### config.mk
export PLATFORM = sky130hd
export DESIGN_NAME = operand_fetch_unit
export DESIGN_NICKNAME = d
export VERILOG_FILES = /design/src/rtl/opf_pkg.sv /design/src/rtl/opf_ea_calc.sv /design/src/rtl/opf_rd_port.sv /design/src/rtl/opf_ctrl.sv /design/src/rtl/operand_fetch_unit.sv
export SDC_FILE = /design/constraint.sdc
export NUM_CORES = 1
export LEC_CHECK = 0
export ABC_AREA = 1
export BUFFER_PORTS_ARGS = -buffer_cell sky130_fd_sc_hd__clkbuf_2
export CAP_MARGIN = 25
export CORE_ASPECT_RATIO = 0.7
export CORE_MARGIN = 4
export CORE_UTILIZATION = 59
export CTS_CLUSTER_DIAMETER = 100
export CTS_CLUSTER_SIZE = 20
export DETAILED_ROUTE_END_ITERATION = 16
export PLACE_DENSITY_LB_ADDON = 0.25
export SLEW_MARGIN = 20
export SYNTH_ARGS = -nofsm -noshare
export SYNTH_HDL_FRONTEND = slang
export SYNTH_SLANG_ARGS = --single-unit
### constraint.sdc
create_clock -name clk -period 4.58 [get_ports clk]
set_input_delay 0.229 -clock clk [delete_from_list [all_inputs] [get_ports clk]]
set_output_delay 0.229 -clock clk [all_outputs]
set_load 0.01 [all_outputs]
### src/rtl/opf_pkg.sv
package opf_pkg;

   typedef enum logic [2:0] {
      M_REG    = 3'd0,
      M_IMM    = 3'd1,
      M_DISP   = 3'd2,
      M_DEFER  = 3'd3,
      M_INDEX  = 3'd4,
      M_DIRECT = 3'd5,
      M_INDIR  = 3'd6,
      M_RSVD   = 3'd7
   } amode_e;

   // how many memory reads a mode needs
   typedef enum logic [1:0] {
      K_NONE = 2'd0,
      K_ONE  = 2'd1,
      K_TWO  = 2'd2,
      K_BAD  = 2'd3
   } kind_e;

   typedef enum logic [1:0] {
      S_IDLE  = 2'd0,
      S_PTR   = 2'd1,
      S_FINAL = 2'd2
   } seq_e;

endpackage

### src/rtl/opf_ea_calc.sv
module opf_ea_calc
   import opf_pkg::*;
#(
   parameter int DATA_W   = 32,
   parameter int CONST_W  = 16,
   parameter bit SIGN_EXT = 1'b1
) (
   input  amode_e              mode_i,
   input  logic [DATA_W-1:0]   base_i,
   input  logic [DATA_W-1:0]   index_i,
   input  logic [CONST_W-1:0]  const_i,
   output kind_e               kind_o,
   output logic [DATA_W-1:0]   ea_o,
   output logic [DATA_W-1:0]   value_o
);

   localparam int PAD_W = DATA_W - CONST_W;

   if (CONST_W < 2 || CONST_W >= DATA_W) begin : g_bad_const
      $error("opf_ea_calc: CONST_W must lie in 2..DATA_W-1");
   end

   logic [DATA_W-1:0] cext;
   logic [DATA_W-1:0] addend;
   logic [DATA_W-1:0] sum;

   // extension variant chosen at elaboration
   if (SIGN_EXT) begin : g_sext
      assign cext = {{PAD_W{const_i[CONST_W-1]}}, const_i};
   end else begin : g_zext
      assign cext = {{PAD_W{1'b0}}, const_i};
   end

   // single adder: second operand picked by mode, wraps at DATA_W bits
   assign addend = (mode_i == M_INDEX) ? index_i : cext;
   assign sum    = base_i + addend;

   always_comb begin
      kind_o  = K_BAD;
      ea_o    = '0;
      value_o = '0;
      unique case (mode_i)
         M_REG: begin
            kind_o  = K_NONE;
            value_o = index_i;
         end
         M_IMM: begin
            kind_o  = K_NONE;
            value_o = cext;
         end
         M_DISP: begin
            kind_o = K_ONE;
            ea_o   = sum;
         end
         M_DEFER: begin
            kind_o = K_ONE;
            ea_o   = base_i;
         end
         M_INDEX: begin
            kind_o = K_ONE;
            ea_o   = sum;
         end
         M_DIRECT: begin
            kind_o = K_ONE;
            ea_o   = cext;
         end
         M_INDIR: begin
            kind_o = K_TWO;
            ea_o   = base_i;
         end
         default: begin
            kind_o = K_BAD;
         end
      endcase
   end

endmodule

### src/rtl/opf_rd_port.sv
module opf_rd_port #(
   parameter int ADDR_W = 32,
   parameter int DATA_W = 32
) (
   input  logic              clk,
   input  logic              rst,
   input  logic              issue_i,
   input  logic [ADDR_W-1:0] issue_addr_i,
   output logic              mem_req_o,
   output logic [ADDR_W-1:0] mem_addr_o,
   input  logic              mem_ready_i,
   input  logic              mem_valid_i,
   input  logic [DATA_W-1:0] mem_rdata_i,
   output logic              rsp_fire_o,
   output logic [DATA_W-1:0] rsp_data_o
);

   if (ADDR_W < 1 || DATA_W < 1) begin : g_bad_w
      $error("opf_rd_port: widths must be positive");
   end

   logic              req_q;
   logic              pend_q;
   logic [ADDR_W-1:0] addr_q;
   logic              accept;

   assign accept     = req_q & mem_ready_i;
   assign rsp_fire_o = mem_valid_i & (pend_q | accept);
   assign rsp_data_o = mem_rdata_i;
   assign mem_req_o  = req_q;
   assign mem_addr_o = addr_q;

   always_ff @(posedge clk) begin
      if (rst) begin
         req_q  <= 1'b0;
         pend_q <= 1'b0;
         addr_q <= '0;
      end else begin
         if (accept) begin
            req_q  <= 1'b0;
            pend_q <= 1'b1;
         end
         if (rsp_fire_o) begin
            pend_q <= 1'b0;
         end
         if (issue_i) begin
            req_q  <= 1'b1;
            addr_q <= issue_addr_i;
         end
      end
   end

   // request held with a steady address until accepted
   a_r8_req_held : assert property (@(posedge clk) disable iff (rst)
      (mem_req_o && !mem_ready_i) |=> (mem_req_o && $stable(mem_addr_o)));

   // a new read is only issued once the previous one has completed
   a_r8_one_outstanding : assert property (@(posedge clk) disable iff (rst)
      issue_i |-> (!req_q && (!pend_q || rsp_fire_o)));

endmodule

### src/rtl/opf_ctrl.sv
module opf_ctrl
   import opf_pkg::*;
#(
   parameter int DATA_W = 32
) (
   input  logic              clk,
   input  logic              rst,
   input  logic              start_i,
   input  kind_e             kind_i,
   input  logic [DATA_W-1:0] ea_i,
   input  logic [DATA_W-1:0] value_i,
   output logic              issue_o,
   output logic [DATA_W-1:0] issue_addr_o,
   input  logic              rsp_fire_i,
   input  logic [DATA_W-1:0] rsp_data_i,
   output logic              busy_o,
   output logic              done_o,
   output logic              err_o,
   output logic [DATA_W-1:0] operand_o,
   output logic [DATA_W-1:0] ea_o
);

   seq_e              state_q;
   logic [DATA_W-1:0] ea_q;
   logic              launch;

   assign busy_o = (state_q != S_IDLE);
   assign launch = (state_q == S_IDLE) && start_i;

   assign issue_o = (launch && (kind_i == K_ONE || kind_i == K_TWO))
                 || (state_q == S_PTR && rsp_fire_i);
   assign issue_addr_o = (state_q == S_PTR) ? rsp_data_i : ea_i;

   always_ff @(posedge clk) begin
      if (rst) begin
         state_q   <= S_IDLE;
         ea_q      <= '0;
         done_o    <= 1'b0;
         err_o     <= 1'b0;
         operand_o <= '0;
         ea_o      <= '0;
      end else begin
         done_o <= 1'b0;
         err_o  <= 1'b0;
         unique case (state_q)
            S_IDLE: begin
               if (start_i) begin
                  unique case (kind_i)
                     K_NONE: begin
                        done_o    <= 1'b1;
                        operand_o <= value_i;
                        ea_o      <= '0;
                     end
                     K_ONE: begin
                        ea_q    <= ea_i;
                        state_q <= S_FINAL;
                     end
                     K_TWO: begin
                        state_q <= S_PTR;
                     end
                     default: begin
                        done_o    <= 1'b1;
                        err_o     <= 1'b1;
                        operand_o <= '0;
                        ea_o      <= '0;
                     end
                  endcase
               end
            end
            S_PTR: begin
               if (rsp_fire_i) begin
                  ea_q    <= rsp_data_i;
                  state_q <= S_FINAL;
               end
            end
            S_FINAL: begin
               if (rsp_fire_i) begin
                  done_o    <= 1'b1;
                  operand_o <= rsp_data_i;
                  ea_o      <= ea_q;
                  state_q   <= S_IDLE;
               end
            end
            default: state_q <= S_IDLE;
         endcase
      end
   end

   // while busy, a start never launches a fresh read
   a_r11_busy_no_launch : assert property (@(posedge clk) disable iff (rst)
      (busy_o && start_i && !rsp_fire_i) |-> !issue_o);

   // the pointer read of mode 6 is followed by a final read, not completion
   a_r7_two_reads : assert property (@(posedge clk) disable iff (rst)
      (state_q == S_PTR && rsp_fire_i) |=> (!done_o && state_q == S_FINAL));

endmodule

### src/rtl/operand_fetch_unit.sv
module operand_fetch_unit
   import opf_pkg::*;
#(
   parameter int DATA_W     = 32,
   parameter int REG_IDX_W  = 4,
   parameter int CONST_W    = 16,
   parameter bit SIGN_CONST = 1'b1
) (
   input  logic                 clk,
   input  logic                 rst,
   input  logic                 start_i,
   input  logic [2:0]           mode_i,
   input  logic [REG_IDX_W-1:0] ra_idx_i,
   input  logic [REG_IDX_W-1:0] rb_idx_i,
   input  logic [CONST_W-1:0]   const_i,
   output logic [REG_IDX_W-1:0] rf_ra_idx_o,
   input  logic [DATA_W-1:0]    rf_ra_data_i,
   output logic [REG_IDX_W-1:0] rf_rb_idx_o,
   input  logic [DATA_W-1:0]    rf_rb_data_i,
   output logic                 mem_req_o,
   output logic [DATA_W-1:0]    mem_addr_o,
   input  logic                 mem_ready_i,
   input  logic                 mem_valid_i,
   input  logic [DATA_W-1:0]    mem_rdata_i,
   output logic                 done_o,
   output logic                 err_o,
   output logic [DATA_W-1:0]    operand_o,
   output logic [DATA_W-1:0]    ea_o
);

   localparam int ADDR_W = DATA_W;

   if (DATA_W < 8) begin : g_bad_data
      $error("operand_fetch_unit: DATA_W must be at least 8");
   end
   if (REG_IDX_W < 1 || REG_IDX_W > 8) begin : g_bad_idx
      $error("operand_fetch_unit: REG_IDX_W must lie in 1..8");
   end

   amode_e            mode;
   kind_e             kind;
   logic [DATA_W-1:0] ea_calc;
   logic [DATA_W-1:0] value_calc;
   logic              issue;
   logic [ADDR_W-1:0] issue_addr;
   logic              rsp_fire;
   logic [DATA_W-1:0] rsp_data;
   logic              busy;

   assign mode        = amode_e'(mode_i);
   assign rf_ra_idx_o = ra_idx_i;
   assign rf_rb_idx_o = rb_idx_i;

   opf_ea_calc #(
      .DATA_W   (DATA_W),
      .CONST_W  (CONST_W),
      .SIGN_EXT (SIGN_CONST)
   ) ea_i (
      .mode_i  (mode),
      .base_i  (rf_ra_data_i),
      .index_i (rf_rb_data_i),
      .const_i (const_i),
      .kind_o  (kind),
      .ea_o    (ea_calc),
      .value_o (value_calc)
   );

   opf_ctrl #(
      .DATA_W (DATA_W)
   ) ctrl_i (
      .clk          (clk),
      .rst          (rst),
      .start_i      (start_i),
      .kind_i       (kind),
      .ea_i         (ea_calc),
      .value_i      (value_calc),
      .issue_o      (issue),
      .issue_addr_o (issue_addr),
      .rsp_fire_i   (rsp_fire),
      .rsp_data_i   (rsp_data),
      .busy_o       (busy),
      .done_o       (done_o),
      .err_o        (err_o),
      .operand_o    (operand_o),
      .ea_o         (ea_o)
   );

   opf_rd_port #(
      .ADDR_W (ADDR_W),
      .DATA_W (DATA_W)
   ) port_i (
      .clk          (clk),
      .rst          (rst),
      .issue_i      (issue),
      .issue_addr_i (issue_addr),
      .mem_req_o    (mem_req_o),
      .mem_addr_o   (mem_addr_o),
      .mem_ready_i  (mem_ready_i),
      .mem_valid_i  (mem_valid_i),
      .mem_rdata_i  (mem_rdata_i),
      .rsp_fire_o   (rsp_fire),
      .rsp_data_o   (rsp_data)
   );

   // memory-free modes complete one cycle after start without a request
   a_r9_nomem_done : assert property (@(posedge clk) disable iff (rst)
      (start_i && !busy && (mode_i == 3'd0 || mode_i == 3'd1))
      |=> (done_o && !err_o && !mem_req_o));

   // completion is a single-cycle pulse
   a_r9_done_pulse : assert property (@(posedge clk) disable iff (rst)
      done_o |=> !done_o);

   // reserved code flags an error with done and leaves memory alone
   a_r10_reserved : assert property (@(posedge clk) disable iff (rst)
      (start_i && !busy && mode_i == 3'd7) |=> (done_o && err_o && !mem_req_o));

   // error never appears without done
   a_r10_err_with_done : assert property (@(posedge clk) disable iff (rst)
      err_o |-> done_o);

   // reset quiets all handshake and result strobes
   a_r12_reset_quiet : assert property (@(posedge clk)
      rst |=> (!done_o && !err_o && !mem_req_o));

endmodule

Yosys cells after proc, flatten, opt, wreduce, memory -nomap -nowiden
Index checks and enable logic that the tools add are counted.
{ "totals": {"ff_bits": 134, "output_inout_bits": 107, "word_cells": 81} }
{ "classes": {"add_sub_neg": 1, "eq_ne": 16, "muxes": 28, "bitwise": 5, "reduce_logical": 22} }
{ "ops": {"columns": ["op", "n"], "rows": [
  ["32-bit case mux with 2 select lines", 5],
  ["32-bit 2-to-1 mux", 9],
  ["32-bit case mux with 3 select lines", 1],
  ["32-bit adder", 1],
  ["2-bit case mux with 3 select lines", 2],
  ["4-bit AND reduction", 3],
  ["2-bit OR reduction", 5],
  ["3-bit == test (second input constant)", 3],
  ["3-bit by 2-bit == test with 1-bit output (second input constant)", 2],
  ["1-bit 2-to-1 mux", 6],
  ["2-bit 2-to-1 mux", 3],
  ["2-bit != test (second input constant)", 3],
  ["2-bit nonzero test", 3],
  ["3-bit OR reduction", 2],
  ["2-bit by 1-bit == test with 1-bit output (second input constant)", 2],
  ["2-bit == test (second input constant)", 2],
  ["2-bit logical NOT", 2],
  ["2-bit by 1-bit != test with 1-bit output (second input constant)", 2],
  ["2-bit case mux with 2 select lines", 1],
  ["4-bit OR reduction", 1],
  ["3-bit by 1-bit == test with 1-bit output (second input constant)", 1],
  ["1-bit logical AND", 3],
  ["3-bit logical NOT", 1],
  ["3-bit != test (second input constant)", 1],
  ["5 further kinds", 8]
]} }

Longest topological paths before layout
Gate-level depths: netlist (run 1).
{ "logic_depth": {"depth_word": 8, "depth_mapped": 23, "mapped_depth_nobuf": 21} }

By module
A second synthesis (run 1) with hierarchy kept.
{ "unflattened": {"cells_unflattened": 1617, "hier_area_um2": 9655.5} }
{ "modules_own_cells": {"columns": ["mod", "n_inst", "cells_each", "area_per_inst_um2"], "rows": [
  ["opf_ctrl", 1, 644, 4464.3],
  ["opf_ea_calc", 1, 782, 3703.6],
  ["opf_rd_port", 1, 183, 1427.6],
  ["operand_fetch_unit", 1, 8, 60.1]
]} }

Worst setup path before layout (run 1)
OpenSTA, ideal clock, no wires.
{ "synth_path": {"path_type": "in2reg", "startpoint": "in mode_i[0]", "endpoint": "reg port_i.addr_q[30] (netlist: port_i.mem_addr_o[30])", "t_arrival_ps": 2541, "required_ps": 4471, "slack_ps": 1931, "path_stages": 21, "path_cell_list": "inv_2 -> nand3_2 -> clkbuf_1 -> clkbuf_1 -> o21ai_0 -> ha_1 -> fa_1 -> nand3_1 -> nand3_2 -> nand2_1 -> nand2_1 -> nand2_1 -> nand2_2 -> nand2_1 -> nand3_1 -> nand3_1 -> nand2_1 -> nand2_1 -> nand3_1 -> nand2_1 -> inv_1"} }
{ "synth_via": {"elab_chain_cells": 7} }
{ "synth_rtl": {"columns": ["item", "line", "source"], "rows": [
  ["from (decl)", "operand_fetch_unit.sv:12", "input logic [2:0] mode_i,"],
  ["branches (longest 7 deep; another with 32-bit adder)", null, null],
  ["to (signal assigned)", "opf_rd_port.sv:48", "addr_q <= issue_addr_i;"],
  ["to (decl)", "opf_rd_port.sv:24", "logic [ADDR_W-1:0] addr_q;"]
]} }
Parallel ways; which one is timed is not known.
A chain may end at the register's enable or synchronous reset.

Worst setup path after layout (run 1)
{ "layout_path": {"startpoint": "in mode_i[0]", "endpoint": "reg port_i.addr_q[19] (netlist: port_i.mem_addr_o[19])"} }
The elaborated chain is that of the path after synthesis.

==> results of run 1 <==
==> power groups by stage <==
stage / Sequential (uW) / Combinational, uW / Clock, uW
floorplan: 1370 / 715 / 0
global placement: 1350 / 1070 / 0
detailed placement: 1350 / 1090 / 0
CTS: 1330 / 1110 / 1460
global route: 1340 / 1260 / 1530
finish: 1330 / 1130 / 1470
==> per-layer routing <==
metal	global-route usage (%)	vias to the layer above	part of all wire, %
met2	57.55	597	44
li1	-	5317	-
met1	46.89	4986	42
met3	7.728	94	10
met5	0	-	0
met4	12.77	0	3.4
==> logic make-up after synthesis <==
group,Yosys count,synth area share (%)
compound gates,341,19.99
simple gates,693,30.60
buf+inv,353,14.84
fa+ha+maj,42,5.651
xor+xnor,5,0.4643
flops,134,28.44
==> per-stage QoR <==
stage	std cells	worst slack (ns)	util, %	cell area [um^2]
after global placement	1914	1.272	67.11	10470
after floorplan	1568	1.931	-	9432
final	1947	1.519	71.26	11110
after global routing	1947	1.227	71.26	11110
after CTS	1947	1.614	71.26	11110
after detailed placement	1915	1.184	67.23	10490
==> how the worst min path moves through the flow <==
stage / to / cells past startpoint / start / slack (ns)
floorplan: ctrl_i.operand_o[27]$_SDFFE_PP0P_ / 2 / mem_rdata_i[27] / 0.37
global placement: ctrl_i.ea_o[30]$_SDFFE_PP0P_ / 2 / ctrl_i.ea_o[30]$_SDFFE_PP0P_ / 0.45
detailed placement: ctrl_i.ea_o[13]$_SDFFE_PP0P_ / 2 / ctrl_i.ea_o[13]$_SDFFE_PP0P_ / 0.46
CTS: ctrl_i.operand_o[23]$_SDFFE_PP0P_ / 3 / mem_rdata_i[23] / 0.08
global route: ctrl_i.err_o$_SDFF_PP0_ / 3 / start_i / 0.10
finish: ctrl_i.operand_o[23]$_SDFFE_PP0P_ / 3 / mem_rdata_i[23] / 0.09
==> cells in the mapped netlist (2+ instances only) <==
library cell	count	area [um^2]
nand2_1	452	1697
inv_1	253	949.7
dfxtp_1	134	2683
a21oi_1	126	630.6
nand3_1	126	630.6
o21ai_0	125	625.6
nor2_1	72	270.3
clkbuf_1	44	165.2
ha_1	41	513.0
o21bai_1	21	157.7
buf_2	20	100.1
inv_2	20	75.07
o21ai_1	19	95.09
a211oi_1	17	127.6
o211ai_1	13	97.59
or2_2	12	75.07
a22oi_1	11	82.58
buf_4	9	67.56
nor3_1	9	45.04
nand2_2	5	31.28
nand4_1	5	31.28
buf_1	4	15.01
o22ai_1	4	25.02
xnor2_1	4	35.03
a21o_1	3	22.52
nor2_2	3	18.77
buf_6	2	22.52
nand3_2	2	20.02
nor2_4	2	22.52
or2_1	2	12.51
==> worst register-to-register path: cells and delay by family (launching register included) <==
kind                   cells  cell delay, ns
buffers and inverters      4            0.92
DFF                        1            0.36
and+or+nand+nor            7            1.62
==> flip-flops by register name (all words and copies together), names as in the netlist <==
name,cells
port_i.pend_q,1
ctrl_i.operand_o,32
ctrl_i.state_q,2
ctrl_i.ea_q,32
ctrl_i.done_o,1
ctrl_i.err_o,1
ctrl_i.ea_o,32
port_i.mem_req_o,1
port_i.mem_addr_o,32
==> cell type report <==
class                           instances  area (um^2)
Multi-Input combinational cell       1081         5356
Fill cell                            1371         4482
Sequential cell                       134         2683
Timing Repair Buffer                  227         1171
Inverter                              273         1025
Clock buffer                           18        429.2
Tap cell                              200        250.2
Clock inverter                         14        198.9
==> out/results.ini, run 1 <==
[setup_path]
endpoint = port_i.mem_addr_o[19]$_SDFFE_PP0P_
crit_top_cell = nand3_1
crit_start = mode_i[0]
crit_fanout = 30
worstReg2RegStart = port_i.mem_req_o$_SDFFE_PP0P_
arrival_ns = 3.38
timing.rr.end = ctrl_i.ea_q[23]$_SDFFE_PP0P_
reg2reg_depth = 11
reg2reg_slack_ns = 1.60
critPathTopFamily = simple AND/OR/NAND/NOR gates
crit_chain = clkbuf_2, inv_2, nand3_2, buf_4, o21ai_0, ha_1, nand3_1, nand3_1, nand3_1, nand3_1, nand3_1, nand3_1, nand3_1, nand2_1, nand2_1, nand3_1, nand2_1, inv_1
cp-start-kind = primary input
crit_type = primary input to register
worst-path-buf-inv = 4
end_kind = register
max_stage_delay_ns = 0.42
crit_slowest_cell = o21ai_0
cp.depth = 18
required_ns = 4.90

[detailed_routing]
drt_wl_total_um = 32930
vias = 10990
routedWlPerCell_um = 16.91
drt_iter0_drc = 1164
vias_per_cell = 5.647
ant_nets = 0
drc_errors = 0
drtPass1Iterations = 5

[power_and_ir_drop]
p_int_uw = 2559
max-vdd-ir-drop_mv = 0.3009
clockPowerShare_pct = 37.4
switching_power_uw = 1378
power.density_nw_per_um2 = 354.3
seq_power_share_pct = 33.9
total_power_uw = 3937
p_leak_uw = 0.006316
p_comb_share_pct = 28.8
sw_frac_of_total_pct = 35.00

[flow_run]
max-cap-violations = 0

[floorplanning]
ioPinCount = 235
fp.dieH_um = 113.8
core_area_um2 = 15600
die_w_um = 159.1
num_rows = 38
die-area_um2 = 18110
initial_utilization_pct = 60.48

[synth]
ys_seq_area_share_pct = 28.44
synth_area_um2 = 9432
synth_cells = 1568
synth_nets = 1738
synth.distinct_cells = 38
async_flop_share_pct = 0
synthFlopType = dfxtp_1
synth-edff-count = 0
ys_ff_latch = 134
synth_area_per_cell_um2 = 6.015
ys_warn_count = 0

[min_path]
hp-class = primary input to register

[cts]
cts_tree = done
clk_path_buf_depth = 2
ctsHoldBuffers = 0
cts-resized-gates = 0
cts_buffers = 17
clkTransAtPathRegs_ns = 0.06
cts.sinks = 134
clock-root-buffer = clkbuf_16
htreeDepth = 4
post_cts_buffers = 0
insertion_delay_ns = 0.42

[timing]
rsz0062_at_grt = no
worstMarginPinSlew_ns = 0.8961
slew_headroom_pct = 40.26
min_period_over_period_pct = 66.84
worst_clock_skew_ns = 0.01083
maxSlewViolCount = 0
period_needed_ns = 3.061
fin_hold_ws_ns = 0.09462
fmax_mhz = 326.7
finalSetupViolations = 0
finalHoldViolations = 0
tns_ns = 0

[status]
outcome = finished clean

[final_layout]
drive_above_1_share_pct = 17.57
final_nets = 1904
final_common_cell = nand2_1
area_delta_synth_final_pct = 17.83
final_cell_mix = nand2_1, inv_1, clkbuf_2, dfxtp_1
n_antenna_cell = 0

[global_routing]
grtUsageTotal_pct = 35.40
grt_pass1_wl_um = 52030
grt_remaining_overflow = 0
grt_pass1_vias = 10210
grt_max_degree = 83
antenna_found_initial = 0

[place]
numPortBuffers = 218
hpwl_um = 24120
gp_congestion = 0.9782

Power figures use the tool's default switching activity.
==> run 2, diff against run 1 <==
ABC_AREA = 0   (was 1)
CORE_UTILIZATION = 54   (was 59)
clock period = 2.9 ns   (was 4.58 ns; I/O delays follow)
==> run 2 against run 1 <==
Routed wire length decreased by 3.6%. Count of clock-buffer cells in the layout is the same. Combinational power rose by 65%. Utilization increased by 5.3 points. Global-route usage decreased by 1.6 points. Die area down 1.3%. Non-clock buffer count rose by 139. Clock power grew 51%. Via count fell by 11%. Critical path depth fell by 3. Sequential power grew 50%.
==> out/results.ini, run 2 <==
[detailed_routing]
vias = 9838
drc_errors = 0
vias_per_cell = 6.141
ant_nets = 0
drtPass1Iterations = 5
drt_wl_total_um = 31730
drt_iter0_drc = 844
routedWlPerCell_um = 19.80

[final_layout]
n_antenna_cell = 0
final_common_cell = clkbuf_2
area_delta_synth_final_pct = 39.01
drive_above_1_share_pct = 35.38
final_cell_mix = clkbuf_2, nor2_1, buf_4, dfxtp_1, a21oi_1
final_cells = 1602
final_nets = 1559
stdcell_area_um2 = 11830

[cts]
cts.sinks = 134
insertion_delay_ns = 0.43
clkTransAtPathRegs_ns = 0.06
clk_path_buf_depth = 2
htreeDepth = 4
clock-root-buffer = clkbuf_16
cts_tree = done
cts_buffers = 17

[timing]
worst_clock_skew_ns = 0.006454
rsz0062_at_grt = yes
fin_hold_ws_ns = 0.01524
finalHoldViolations = 0
worstMarginPinSlew_ns = 0.8949
maxSlewViolCount = 0
min_period_over_period_pct = 99.17
finalSetupViolations = 0
fmax_mhz = 347.7
period_needed_ns = 2.876
slew_headroom_pct = 40.34

[synth]
ys_ff_latch = 134
ys_top_cells_by_count = nor2_1, dfxtp_1, a21oi_1, a211oi_1, clkbuf_1
synth.distinct_cells = 81
async_flop_share_pct = 0
synthFlopType = dfxtp_1
synth_area_per_cell_um2 = 7.743
synth_most_common_cell = nor2_1
synth_area_leaders = dfxtp_1, nor2_1, a21oi_1
synth-edff-count = 0
yosysTopAreaCell = dfxtp_1
ys_seq_area_share_pct = 31.52
synth_area_um2 = 8509
synth_top_area_share_pct = 31.52
synth_cells = 1099
synth_nets = 1269
ys_warn_count = 0

[floorplanning]
die-area_um2 = 17860
initial_utilization_pct = 55.07
core_area_um2 = 15450
die_w_um = 158.0
num_rows = 38
ioPinCount = 235
fp.dieH_um = 113.0

[setup_path]
critPathTopFamily = simple AND/OR/NAND/NOR gates
crit_chain = clkbuf_2, nor3b_4, buf_6, buf_12, mux2_4, ha_4, nand4_1, nor4_4, o2111ai_4, a31oi_2, buf_6, a31oi_2, xnor2_1, nand2_1, a311oi_2
end_kind = register
max_stage_delay_ns = 0.43
timing.rr.end = ctrl_i.operand_o[24]$_SDFFE_PP0P_
cp-start-kind = primary input
reg2reg_depth = 9
required_ns = 3.23
crit_fanout = 5
worst-path-buf-inv = 4
reg2reg_slack_ns = 0.64
arrival_ns = 3.21
crit_type = primary input to register
cp.depth = 15
worstReg2RegStart = port_i.mem_req_o$_SDFFE_PP0P_
crit_slowest_cell = nor4_4

[global_routing]
grt_remaining_overflow = 0
antenna_found_initial = 0
grt_max_degree = 82
grt_pass1_wl_um = 47760
grtUsageTotal_pct = 33.81
grt_pass1_vias = 9083

[place]
gp_congestion = 0.9504
numPortBuffers = 218
hpwl_um = 23120
placed_area_um2 = 10880
dp.cells = 1558

[min_path]
hold_depth = 3
hp-class = primary input to register
hp-start = mem_ready_i
hold_end = port_i.mem_req_o$_SDFFE_PP0P_

[power_and_ir_drop]
max-vdd-ir-drop_mv = 0.4273
power.density_nw_per_um2 = 515.1
total_power_uw = 6093
clockPowerShare_pct = 36.5
p_comb_share_pct = 30.7
sw_frac_of_total_pct = 33.32
switching_power_uw = 2030
p_int_uw = 4063
p_leak_uw = 0.005046
seq_power_share_pct = 32.9

[flow_run]
max-cap-violations = 0

[status]
outcome = finished clean

[run 2: worst max path at each step]
stage	startpoint	end	slack, ns
final	mode_i[2]	ctrl_i.ea_q[27]$_SDFFE_PP0P_	0.02
after CTS	mode_i[0]	ctrl_i.ea_q[17]$_SDFFE_PP0P_	-0.03
after global placement	mode_i[0]	port_i.mem_addr_o[25]$_SDFFE_PP0P_	-0.55
after global routing	mode_i[2]	ctrl_i.ea_q[27]$_SDFFE_PP0P_	-0.07
after floorplan	mode_i[0]	port_i.mem_addr_o[26]$_SDFFE_PP0P_	-0.05
after detailed placement	mode_i[0]	port_i.mem_addr_o[25]$_SDFFE_PP0P_	-0.61
[run 2: area by class of cell]
cell class,instances,area [um^2]
multi-input cells,853,5866
well taps,200,250.2
inverters,17,63.81
flip-flops and latches,134,2683
repair buffers,366,2370
clock inverters,14,167.7
clock buffers,18,429.2
fillers,1118,3623
[run 2: what timing repair did]
item | 4_1_cts | 5_1_grt
resized for setup | 6 | 39
hold buffers | 1 | 0
endpoints found under the setup margin | 13 | 43
pin swaps | 2 | 17
setup buffers | 1 | 8
gates cloned | 0 | 2
endpoints found under the hold margin | 1 | 0
[run 2: through the flow]
step	util, %	setup WS, ns	setup TNS (ns)
finish	76.55	0.02409	0
global route	76.55	-0.06805	-0.1944
CTS	74.56	-0.03027	-0.04239
detailed placement	70.43	-0.6119	-19.18
global placement	70.43	-0.5535	-16.82
floorplan	-	-0.05176	-0.3687
[run 2: kinds of logic (layout without fill, tap and decap cells)]
kind of cell               after synthesis  in the layout  synth area share, %
and+or+nand+nor                        365            365                18.91
AOI/OAI and AO/OA                      404            404                32.85
buffers and inverters                  112            415                5.455
DFF                                    134            134                31.52
xor gates and xnor gates                23             23                2.544
adders and majority gates               42             42                6.264
muxes                                   19             19                2.456
[run 2: worst min-delay path, delay by kind of cell]
family | cells | cell delay, ns
buf+inv | 1 | 0.09
compound gates | 1 | 0.06
simple gates | 1 | 0.10
[run 2: metal layers]
layer / vias up / GRT usage, % / part of all wire, %
li1: 4623 / - / -
met1: 4615 / 44.75 / 43
met2: 515 / 53.29 / 45
met3: 85 / 7.263 / 8.4
met4: 0 / 14.77 / 3.9
met5: - / 0 / 0
[run 2: power by group through the flow]
stage | sequential [uW] | combinational, uW | clock, uW
4_1_cts | 2000 | 1750 | 2250
3_5_place_dp | 2040 | 1730 | 0
5_1_grt | 2010 | 2020 | 2320
3_3_place_gp | 2040 | 1710 | 0
2_1_floorplan | 2060 | 1010 | 0
6_report | 2000 | 1870 | 2220
